## src/rtl/scc_pkg.sv

```systemverilog
package scc_pkg;
  typedef enum logic [1:0] {
    CMD_NONE = 2'b00,
    CMD_RD   = 2'b01,
    CMD_RDX  = 2'b10,
    CMD_WB   = 2'b11
  } bus_cmd_e;
endpackage

```

## src/rtl/scc_store.sv

```systemverilog
module scc_store #(
  parameter int IDX_W  = 2,
  parameter int TAG_W  = 4,
  parameter int DATA_W = 8
) (
  input  logic              clk,
  input  logic              rst,
  // processor-side read port
  input  logic [IDX_W-1:0]  ra_idx,
  output logic              ra_v,
  output logic              ra_d,
  output logic              ra_s,
  output logic [TAG_W-1:0]  ra_tag,
  output logic [DATA_W-1:0] ra_data,
  // snoop-side read port
  input  logic [IDX_W-1:0]  rb_idx,
  output logic              rb_v,
  output logic              rb_d,
  output logic [TAG_W-1:0]  rb_tag,
  output logic [DATA_W-1:0] rb_data,
  // full line write from the miss sequencer (always leaves the line valid)
  input  logic              fw_en,
  input  logic [IDX_W-1:0]  fw_idx,
  input  logic [TAG_W-1:0]  fw_tag,
  input  logic [DATA_W-1:0] fw_data,
  input  logic              fw_d,
  input  logic              fw_s,
  // status-only write from the snoop unit (wins on the same index)
  input  logic              sw_en,
  input  logic [IDX_W-1:0]  sw_idx,
  input  logic              sw_v,
  input  logic              sw_d,
  input  logic              sw_s
);
  localparam int LINES = 1 << IDX_W;

  logic [LINES-1:0]  v_q, d_q, s_q;
  logic [TAG_W-1:0]  tag_mem  [LINES];
  logic [DATA_W-1:0] data_mem [LINES];

  // Flags need reset; tag and data arrays do not, so they map to plain RAM.
  always_ff @(posedge clk) begin
    if (rst) begin
      v_q <= '0;
      d_q <= '0;
      s_q <= '0;
    end else begin
      if (fw_en) begin
        v_q[fw_idx] <= 1'b1;
        d_q[fw_idx] <= fw_d;
        s_q[fw_idx] <= fw_s;
      end
      if (sw_en) begin
        v_q[sw_idx] <= sw_v;
        d_q[sw_idx] <= sw_d;
        s_q[sw_idx] <= sw_s;
      end
    end
  end

  always_ff @(posedge clk) begin
    if (fw_en) begin
      tag_mem[fw_idx]  <= fw_tag;
      data_mem[fw_idx] <= fw_data;
    end
  end

  assign ra_v    = v_q[ra_idx];
  assign ra_d    = d_q[ra_idx];
  assign ra_s    = s_q[ra_idx];
  assign ra_tag  = tag_mem[ra_idx];
  assign ra_data = data_mem[ra_idx];
  assign rb_v    = v_q[rb_idx];
  assign rb_d    = d_q[rb_idx];
  assign rb_tag  = tag_mem[rb_idx];
  assign rb_data = data_mem[rb_idx];

  // an invalidating status write leaves the line invalid afterwards
  a_r9_inval_sticks: assert property (@(posedge clk) disable iff (rst)
    (sw_en && !sw_v) |=> !v_q[$past(sw_idx)]);
  // a line write always yields a valid line
  a_r6_fill_valid: assert property (@(posedge clk) disable iff (rst)
    (fw_en && !(sw_en && sw_idx == fw_idx)) |=> v_q[$past(fw_idx)]);
endmodule

```

## src/rtl/scc_snoop.sv

```systemverilog
module scc_snoop
  import scc_pkg::*;
#(
  parameter int IDX_W  = 2,
  parameter int TAG_W  = 4,
  parameter int DATA_W = 8
) (
  input  logic                    clk,
  input  logic                    rst,
  input  logic                    snp_valid,
  input  logic [1:0]              snp_cmd,
  input  logic [TAG_W+IDX_W-1:0]  snp_addr,
  output logic [IDX_W-1:0]        rb_idx,
  input  logic                    rb_v,
  input  logic                    rb_d,
  input  logic [TAG_W-1:0]        rb_tag,
  input  logic [DATA_W-1:0]       rb_data,
  output logic                    sw_en,
  output logic [IDX_W-1:0]        sw_idx,
  output logic                    sw_v,
  output logic                    sw_d,
  output logic                    sw_s,
  output logic                    snp_shared,
  output logic                    snp_supply,
  output logic [DATA_W-1:0]       snp_data
);
  logic hit, is_rd, is_rdx;

  assign rb_idx = snp_addr[IDX_W-1:0];
  assign hit    = snp_valid && rb_v && (rb_tag == snp_addr[TAG_W+IDX_W-1:IDX_W]);
  assign is_rd  = (snp_cmd == CMD_RD);
  assign is_rdx = (snp_cmd == CMD_RDX);

  // A read hit keeps the line as clean and shared; an invalidation drops it.
  assign sw_en  = hit && (is_rd || is_rdx);
  assign sw_idx = rb_idx;
  assign sw_v   = is_rd;
  assign sw_d   = 1'b0;
  assign sw_s   = is_rd;

  always_ff @(posedge clk) begin
    if (rst) begin
      snp_shared <= 1'b0;
      snp_supply <= 1'b0;
      snp_data   <= '0;
    end else begin
      snp_shared <= hit && is_rd;
      snp_supply <= hit && is_rd && rb_d;
      snp_data   <= (hit && is_rd && rb_d) ? rb_data : '0;
    end
  end

  // data is only supplied together with the shared indication
  a_r8_supply_with_shared: assert property (@(posedge clk) disable iff (rst)
    snp_supply |-> snp_shared);
  // a snooped write-back never gets a response
  a_r10_wb_silent: assert property (@(posedge clk) disable iff (rst)
    (snp_valid && snp_cmd == CMD_WB) |=> (!snp_shared && !snp_supply));
  // an invalidating snoop never gets a response
  a_r9_rdx_silent: assert property (@(posedge clk) disable iff (rst)
    (snp_valid && snp_cmd == CMD_RDX) |=> !snp_shared);
endmodule

```

## src/rtl/scc_master.sv

```systemverilog
module scc_master
  import scc_pkg::*;
#(
  parameter int IDX_W  = 2,
  parameter int TAG_W  = 4,
  parameter int DATA_W = 8
) (
  input  logic                    clk,
  input  logic                    rst,
  input  logic                    cpu_req,
  input  logic                    cpu_we,
  input  logic [TAG_W+IDX_W-1:0]  cpu_addr,
  input  logic [DATA_W-1:0]       cpu_wdata,
  output logic                    cpu_ready,
  output logic [DATA_W-1:0]       cpu_rdata,
  input  logic                    snp_valid,
  output logic                    bus_req,
  input  logic                    bus_gnt,
  output logic [1:0]              bus_cmd,
  output logic [TAG_W+IDX_W-1:0]  bus_addr,
  output logic [DATA_W-1:0]       bus_wdata,
  input  logic                    bus_resp_valid,
  input  logic [DATA_W-1:0]       bus_resp_data,
  input  logic                    bus_resp_shared,
  output logic [IDX_W-1:0]        ra_idx,
  input  logic                    ra_v,
  input  logic                    ra_d,
  input  logic                    ra_s,
  input  logic [TAG_W-1:0]        ra_tag,
  input  logic [DATA_W-1:0]       ra_data,
  output logic                    fw_en,
  output logic [IDX_W-1:0]        fw_idx,
  output logic [TAG_W-1:0]        fw_tag,
  output logic [DATA_W-1:0]       fw_data,
  output logic                    fw_d,
  output logic                    fw_s
);
  localparam int ADDR_W = TAG_W + IDX_W;

  typedef enum logic [2:0] {ST_IDLE, ST_WB_REQ, ST_WB_WAIT, ST_REQ, ST_WAIT} state_e;

  state_e              state;
  logic                op_we;
  logic [ADDR_W-1:0]   op_addr;
  logic [DATA_W-1:0]   op_wdata;
  logic [1:0]          pend_cmd;
  logic                ready_q, req_q;
  logic [1:0]          cmd_q;
  logic [ADDR_W-1:0]   addr_q;
  logic [DATA_W-1:0]   wdata_q, rdata_q;
  logic                accept, hit;

  assign ra_idx = (state == ST_IDLE) ? cpu_addr[IDX_W-1:0] : op_addr[IDX_W-1:0];
  // A snoop in the same cycle takes precedence over the processor.
  assign accept = (state == ST_IDLE) && cpu_req && !snp_valid && !ready_q;
  assign hit    = ra_v && (ra_tag == cpu_addr[ADDR_W-1:IDX_W]);

  always_comb begin
    fw_en   = 1'b0;
    fw_idx  = op_addr[IDX_W-1:0];
    fw_tag  = op_addr[ADDR_W-1:IDX_W];
    fw_data = op_we ? op_wdata : bus_resp_data;
    fw_d    = op_we;
    fw_s    = !op_we && bus_resp_shared;
    if (accept && hit && cpu_we && !ra_s) begin
      fw_en   = 1'b1;
      fw_idx  = cpu_addr[IDX_W-1:0];
      fw_tag  = cpu_addr[ADDR_W-1:IDX_W];
      fw_data = cpu_wdata;
      fw_d    = 1'b1;
      fw_s    = 1'b0;
    end else if (state == ST_WAIT && bus_resp_valid) begin
      fw_en = 1'b1;
    end
  end

  always_ff @(posedge clk) begin
    if (rst) begin
      state    <= ST_IDLE;
      op_we    <= 1'b0;
      op_addr  <= '0;
      op_wdata <= '0;
      pend_cmd <= CMD_NONE;
      ready_q  <= 1'b0;
      req_q    <= 1'b0;
      cmd_q    <= CMD_NONE;
      addr_q   <= '0;
      wdata_q  <= '0;
      rdata_q  <= '0;
    end else begin
      ready_q <= 1'b0;
      cmd_q   <= CMD_NONE;
      unique case (state)
        ST_IDLE: if (accept) begin
          op_we    <= cpu_we;
          op_addr  <= cpu_addr;
          op_wdata <= cpu_wdata;
          if (hit && !(cpu_we && ra_s)) begin
            ready_q <= 1'b1;
            if (!cpu_we) rdata_q <= ra_data;
          end else begin
            pend_cmd <= (cpu_we) ? CMD_RDX : CMD_RD;
            req_q    <= 1'b1;
            state    <= (!hit && ra_v && ra_d) ? ST_WB_REQ : ST_REQ;
          end
        end
        ST_WB_REQ: if (bus_gnt) begin
          req_q   <= 1'b0;
          cmd_q   <= CMD_WB;
          addr_q  <= {ra_tag, op_addr[IDX_W-1:0]};
          wdata_q <= ra_data;
          state   <= ST_WB_WAIT;
        end
        ST_WB_WAIT: if (bus_resp_valid) begin
          req_q <= 1'b1;
          state <= ST_REQ;
        end
        ST_REQ: if (bus_gnt) begin
          req_q   <= 1'b0;
          cmd_q   <= pend_cmd;
          addr_q  <= op_addr;
          wdata_q <= '0;
          state   <= ST_WAIT;
        end
        ST_WAIT: if (bus_resp_valid) begin
          ready_q <= 1'b1;
          if (!op_we) rdata_q <= bus_resp_data;
          state <= ST_IDLE;
        end
        default: state <= ST_IDLE;
      endcase
    end
  end

  assign cpu_ready = ready_q;
  assign cpu_rdata = rdata_q;
  assign bus_req   = req_q;
  assign bus_cmd   = cmd_q;
  assign bus_addr  = addr_q;
  assign bus_wdata = wdata_q;

  // a command occupies the bus for a single cycle
  a_r12_cmd_one_cycle: assert property (@(posedge clk) disable iff (rst)
    (bus_cmd != CMD_NONE) |=> (bus_cmd == CMD_NONE));
  // the request is held until granted
  a_r12_req_hold: assert property (@(posedge clk) disable iff (rst)
    (bus_req && !bus_gnt) |=> bus_req);
  // no completion in the cycle after a snoop collides with an idle controller
  a_r11_snoop_first: assert property (@(posedge clk) disable iff (rst)
    (state == ST_IDLE && snp_valid && !cpu_ready) |=> !cpu_ready);
  // completion is a single-cycle pulse
  a_r3_ready_pulse: assert property (@(posedge clk) disable iff (rst)
    cpu_ready |=> !cpu_ready);
endmodule

```

## src/rtl/snoop_cache_ctrl.sv

```systemverilog
module snoop_cache_ctrl #(
  parameter int IDX_W  = 2,
  parameter int TAG_W  = 4,
  parameter int DATA_W = 8
) (
  input  logic                    clk,
  input  logic                    rst,
  input  logic                    cpu_req,
  input  logic                    cpu_we,
  input  logic [TAG_W+IDX_W-1:0]  cpu_addr,
  input  logic [DATA_W-1:0]       cpu_wdata,
  output logic                    cpu_ready,
  output logic [DATA_W-1:0]       cpu_rdata,
  output logic                    bus_req,
  input  logic                    bus_gnt,
  output logic [1:0]              bus_cmd,
  output logic [TAG_W+IDX_W-1:0]  bus_addr,
  output logic [DATA_W-1:0]       bus_wdata,
  input  logic                    bus_resp_valid,
  input  logic [DATA_W-1:0]       bus_resp_data,
  input  logic                    bus_resp_shared,
  input  logic                    snp_valid,
  input  logic [1:0]              snp_cmd,
  input  logic [TAG_W+IDX_W-1:0]  snp_addr,
  output logic                    snp_shared,
  output logic                    snp_supply,
  output logic [DATA_W-1:0]       snp_data
);
  logic [IDX_W-1:0]  ra_idx, rb_idx, fw_idx, sw_idx;
  logic              ra_v, ra_d, ra_s, rb_v, rb_d;
  logic [TAG_W-1:0]  ra_tag, rb_tag, fw_tag;
  logic [DATA_W-1:0] ra_data, rb_data, fw_data;
  logic              fw_en, fw_d, fw_s, sw_en, sw_v, sw_d, sw_s;

  scc_store #(.IDX_W(IDX_W), .TAG_W(TAG_W), .DATA_W(DATA_W)) u_store (
    .clk(clk), .rst(rst),
    .ra_idx(ra_idx), .ra_v(ra_v), .ra_d(ra_d), .ra_s(ra_s), .ra_tag(ra_tag), .ra_data(ra_data),
    .rb_idx(rb_idx), .rb_v(rb_v), .rb_d(rb_d), .rb_tag(rb_tag), .rb_data(rb_data),
    .fw_en(fw_en), .fw_idx(fw_idx), .fw_tag(fw_tag), .fw_data(fw_data), .fw_d(fw_d), .fw_s(fw_s),
    .sw_en(sw_en), .sw_idx(sw_idx), .sw_v(sw_v), .sw_d(sw_d), .sw_s(sw_s)
  );

  scc_snoop #(.IDX_W(IDX_W), .TAG_W(TAG_W), .DATA_W(DATA_W)) u_snoop (
    .clk(clk), .rst(rst),
    .snp_valid(snp_valid), .snp_cmd(snp_cmd), .snp_addr(snp_addr),
    .rb_idx(rb_idx), .rb_v(rb_v), .rb_d(rb_d), .rb_tag(rb_tag), .rb_data(rb_data),
    .sw_en(sw_en), .sw_idx(sw_idx), .sw_v(sw_v), .sw_d(sw_d), .sw_s(sw_s),
    .snp_shared(snp_shared), .snp_supply(snp_supply), .snp_data(snp_data)
  );

  scc_master #(.IDX_W(IDX_W), .TAG_W(TAG_W), .DATA_W(DATA_W)) u_master (
    .clk(clk), .rst(rst),
    .cpu_req(cpu_req), .cpu_we(cpu_we), .cpu_addr(cpu_addr), .cpu_wdata(cpu_wdata),
    .cpu_ready(cpu_ready), .cpu_rdata(cpu_rdata), .snp_valid(snp_valid),
    .bus_req(bus_req), .bus_gnt(bus_gnt), .bus_cmd(bus_cmd), .bus_addr(bus_addr),
    .bus_wdata(bus_wdata), .bus_resp_valid(bus_resp_valid), .bus_resp_data(bus_resp_data),
    .bus_resp_shared(bus_resp_shared),
    .ra_idx(ra_idx), .ra_v(ra_v), .ra_d(ra_d), .ra_s(ra_s), .ra_tag(ra_tag), .ra_data(ra_data),
    .fw_en(fw_en), .fw_idx(fw_idx), .fw_tag(fw_tag), .fw_data(fw_data), .fw_d(fw_d), .fw_s(fw_s)
  );
endmodule

```

## config.mk

```make
export PLATFORM = sky130hd
export DESIGN_NAME = snoop_cache_ctrl
export DESIGN_NICKNAME = d
export VERILOG_FILES = /design/src/rtl/scc_pkg.sv /design/src/rtl/scc_store.sv /design/src/rtl/scc_snoop.sv /design/src/rtl/scc_master.sv /design/src/rtl/snoop_cache_ctrl.sv
export SDC_FILE = /design/constraint.sdc
export NUM_CORES = 1
export LEC_CHECK = 0
export ABC_AREA = 0
export BUFFER_PORTS_ARGS = -buffer_cell sky130_fd_sc_hd__buf_2
export CORE_MARGIN = 2
export CORE_UTILIZATION = 55
export CTS_CLUSTER_SIZE = 30
export DETAILED_ROUTE_END_ITERATION = 10
export PLACE_DENSITY = 0.82
export SLEW_MARGIN = 10
export SYNTH_ARGS = -nofsm -noshare
export SYNTH_HDL_FRONTEND = slang
export SYNTH_SLANG_ARGS = --single-unit
```

## constraint.sdc

```tcl
create_clock -name clk -period 4.7 [get_ports clk]
set_input_delay 1.175 -clock clk [delete_from_list [all_inputs] [get_ports clk]]
set_output_delay 1.175 -clock clk [all_outputs]
set_load 0.02 [all_outputs]
```

==> metrics.csv <==
metric;value;unit
powerDensity;408.5;nW/um2
postCtsSetupRepairBufs;0;
post_cts_resized;0;
rsz0062_at_grt;no;
io_pins;74;
die_y;105.0;um
netlist_instances;532;
synth_top_area_cell;edfxtp_1;
setup-violations-final;0;
drtAntennaViolNets;0;
synth-edff-count;48;
htree_levels;4;
synth_ff_type;dfxtp_1;
cts_buffer_depth;2;
start_util;57.16;%
syn-num-nets;571;
yosysTopAreaCellShare;25.68;%
num_vias;4504;
drive_above_1_share;26.02;%
ys_top_cells_by_area;edfxtp_1, dfxtp_1, mux2i_1;
area_growth;18.79;%
hp-class;flop to flop;
wl_per_cell;18.57;um
grt_overflow;0;
clkSlewWorstSetupHoldPaths;60;ps
cts_tree;done;
tns;0;ps
multiInputGateArea;2592;um2
synth_cell_types;55;
port_buffers;73;
critPathCaptureType;flop;
seq_area;2803;um2
static-leakage-power;2.754;nW
setup.worst_path.start;cpu_addr[1];
path_class;primary input to flop;
cp.arrival;4340;ps
synth_commonest_cells;nand2_1, dfxtp_1, edfxtp_1;
yosys_warnings;0;
yosysMostFrequentCell;nand2_1;
grt_pass1_wl;22250;um
async_reset_ff_share;0;%
wl;13890;um
peakVddDrop;0.3268;mV
max_slew.worst_pin.slew;814.1;ps
reg2reg_slack;840;ps
grt_start_max_net_pins;48;
clock-sinks;116;
root_buffer;clkbuf_8;
cp_data_required_time;4960;ps
numPlacedInstances;716;
start_kind;primary input;
drv_cap;0;
hold_viol_final;0;
cts_hold_buf;0;
antenna_found_initial;0;
finClkSkew;7.954;ps
fmax;0.2453;GHz
relSlewSlack;45.73;%
synth.avg_cell_area;10.55;um2
clock_latency;520;ps
die_w;105.0;um
numCtsBuffers;17;
fp.dieArea;11030;um2
first_pass_iters;8;
outcome;finished, final reports clean;
drtIter0Drc;555;
min_from;u_master.op_wdata[3];
ys_ff_latch;116;
fillers;737;
gp_congestion;0.9314;
drc;0;
rows;36;
grt_pass1_vias;4309;
r2r_start;u_master.state[2];
grt_usage;25.84;%
final_nets;641;
hpwl;9447;um
crit_fanout;12;
vias_per_cell;6.021;
diodes;0;
syn_area;5613;um2
core;9819;um2
stdcell_count;748;
seq_area_frac_synth;49.93;%
slew_viol_final;0;
finalCritPeriodShare;86.74;%
min_period;4077;ps
==> through the flow <==
stage | hold WS (ps) | cell area, um2 | total power, mW | util [%] | setup WS (ps)
global placement | 437.9 | 6092 | 1.480 | 62.04 | 303.5
CTS | 458.8 | 6668 | 2.726 | 67.90 | 689.5
floorplan | 432.9 | 5613 | 1.391 | - | 526.8
detailed placement | 450.5 | 6092 | 1.491 | 62.04 | 177.5
global route | 477.2 | 6668 | 2.814 | 67.90 | 563.1
finish | 455.8 | 6668 | 2.724 | 67.90 | 623.3
==> flip-flops by register name, summed over array words and instances (netlist names), 3 cells and up <==
register and cells:
u_store.data_mem 32, u_store.tag_mem 16, u_master.bus_wdata 8, u_master.cpu_rdata 8, u_master.op_wdata 8, u_snoop.snp_data 8, u_master.bus_addr 6, u_master.op_addr 6
u_store.d_q 4, u_store.s_q 4, u_store.v_q 4, u_master.state 3
==> kinds of logic after synthesis <==
kind of cell    count (synthesis)  share of synthesized area (%)
compound gates                100                          11.84
xor+xnor                        8                          1.248
simple gates                  181                          15.54
mux                            72                          17.34
flops                         116                          49.93
buf+inv                        54                          3.879
fa+ha+maj                       1                         0.2229
==> layer usage <==
metal  vias up  track usage [%]  wire length [um]
met5         -                0                 0
met4         0            8.381               221
met3        26            6.737              1228
met2       253            40.82              6456
met1      2135            34.78              5984
li1       2090                -                 -
==> area by class of cell <==
cell class                 instances  share of cell area [%]
sequential                       116                   42.03
multi-input combinational        362                   38.88
clock buffer                      22                   7.112
timing repair buffer              85                   6.831
tap                              133                   2.496
clock inverter                    10                   1.520
inverter                          20                   1.126
==> worst max-delay path: stages <==
cell and delay, ps:
buf_2 130, or4b_2 630, nand2_1 260, mux2i_1 340, xnor2_1 140, or4_4 570, or4_4 700, mux2_4 380
==> path summary, 6_finish.rpt <==
check                                end  depth (start not counted)
setup / recovery  u_store.data_mem[3][4]                          8
hold reg to reg     u_master.op_wdata[3]                          2
hold / removal      u_master.op_wdata[3]                          2
setup reg to reg  u_store.data_mem[3][4]                          7
==> cells in the final DEF, fill, tap and decap left out, types with 3 or more instances in the layout <==
cell        n
or3_1       3
buf_4      12
a2bb2oi_1   8
nand3_1     8
dfxtp_1    68
o21ai_0    16
xnor2_1     4
mux4_2     15
nand2_1    87
clkbuf_8    3
and2_1      6
mux2_2     12
a21o_1      8
mux2_4     10
a21oi_1    31
nor2b_1     5
clkinv_2    7
inv_1      20
a211oi_1    6
nand4_1     4
a31oi_1     5
nor2_1     24
nor3_1     16
a221oi_1   10
mux2i_1    35
buf_2      73
xor2_1      4
edfxtp_1   48
clkbuf_16  17
and3_1      8
nand2b_1    3
a21boi_0    3
==> report_power, final <==
group	leakage [nW]	total, mW	internal [mW]	switching [mW]
Combinational	1.47	0.383	0.157	0.226
Sequential	0.990	1.10	1.07	0.0299
Clock	0.294	1.24	0.806	0.430
Total	2.75	2.72	2.04	0.686
(Power assumes the default switching activity.)
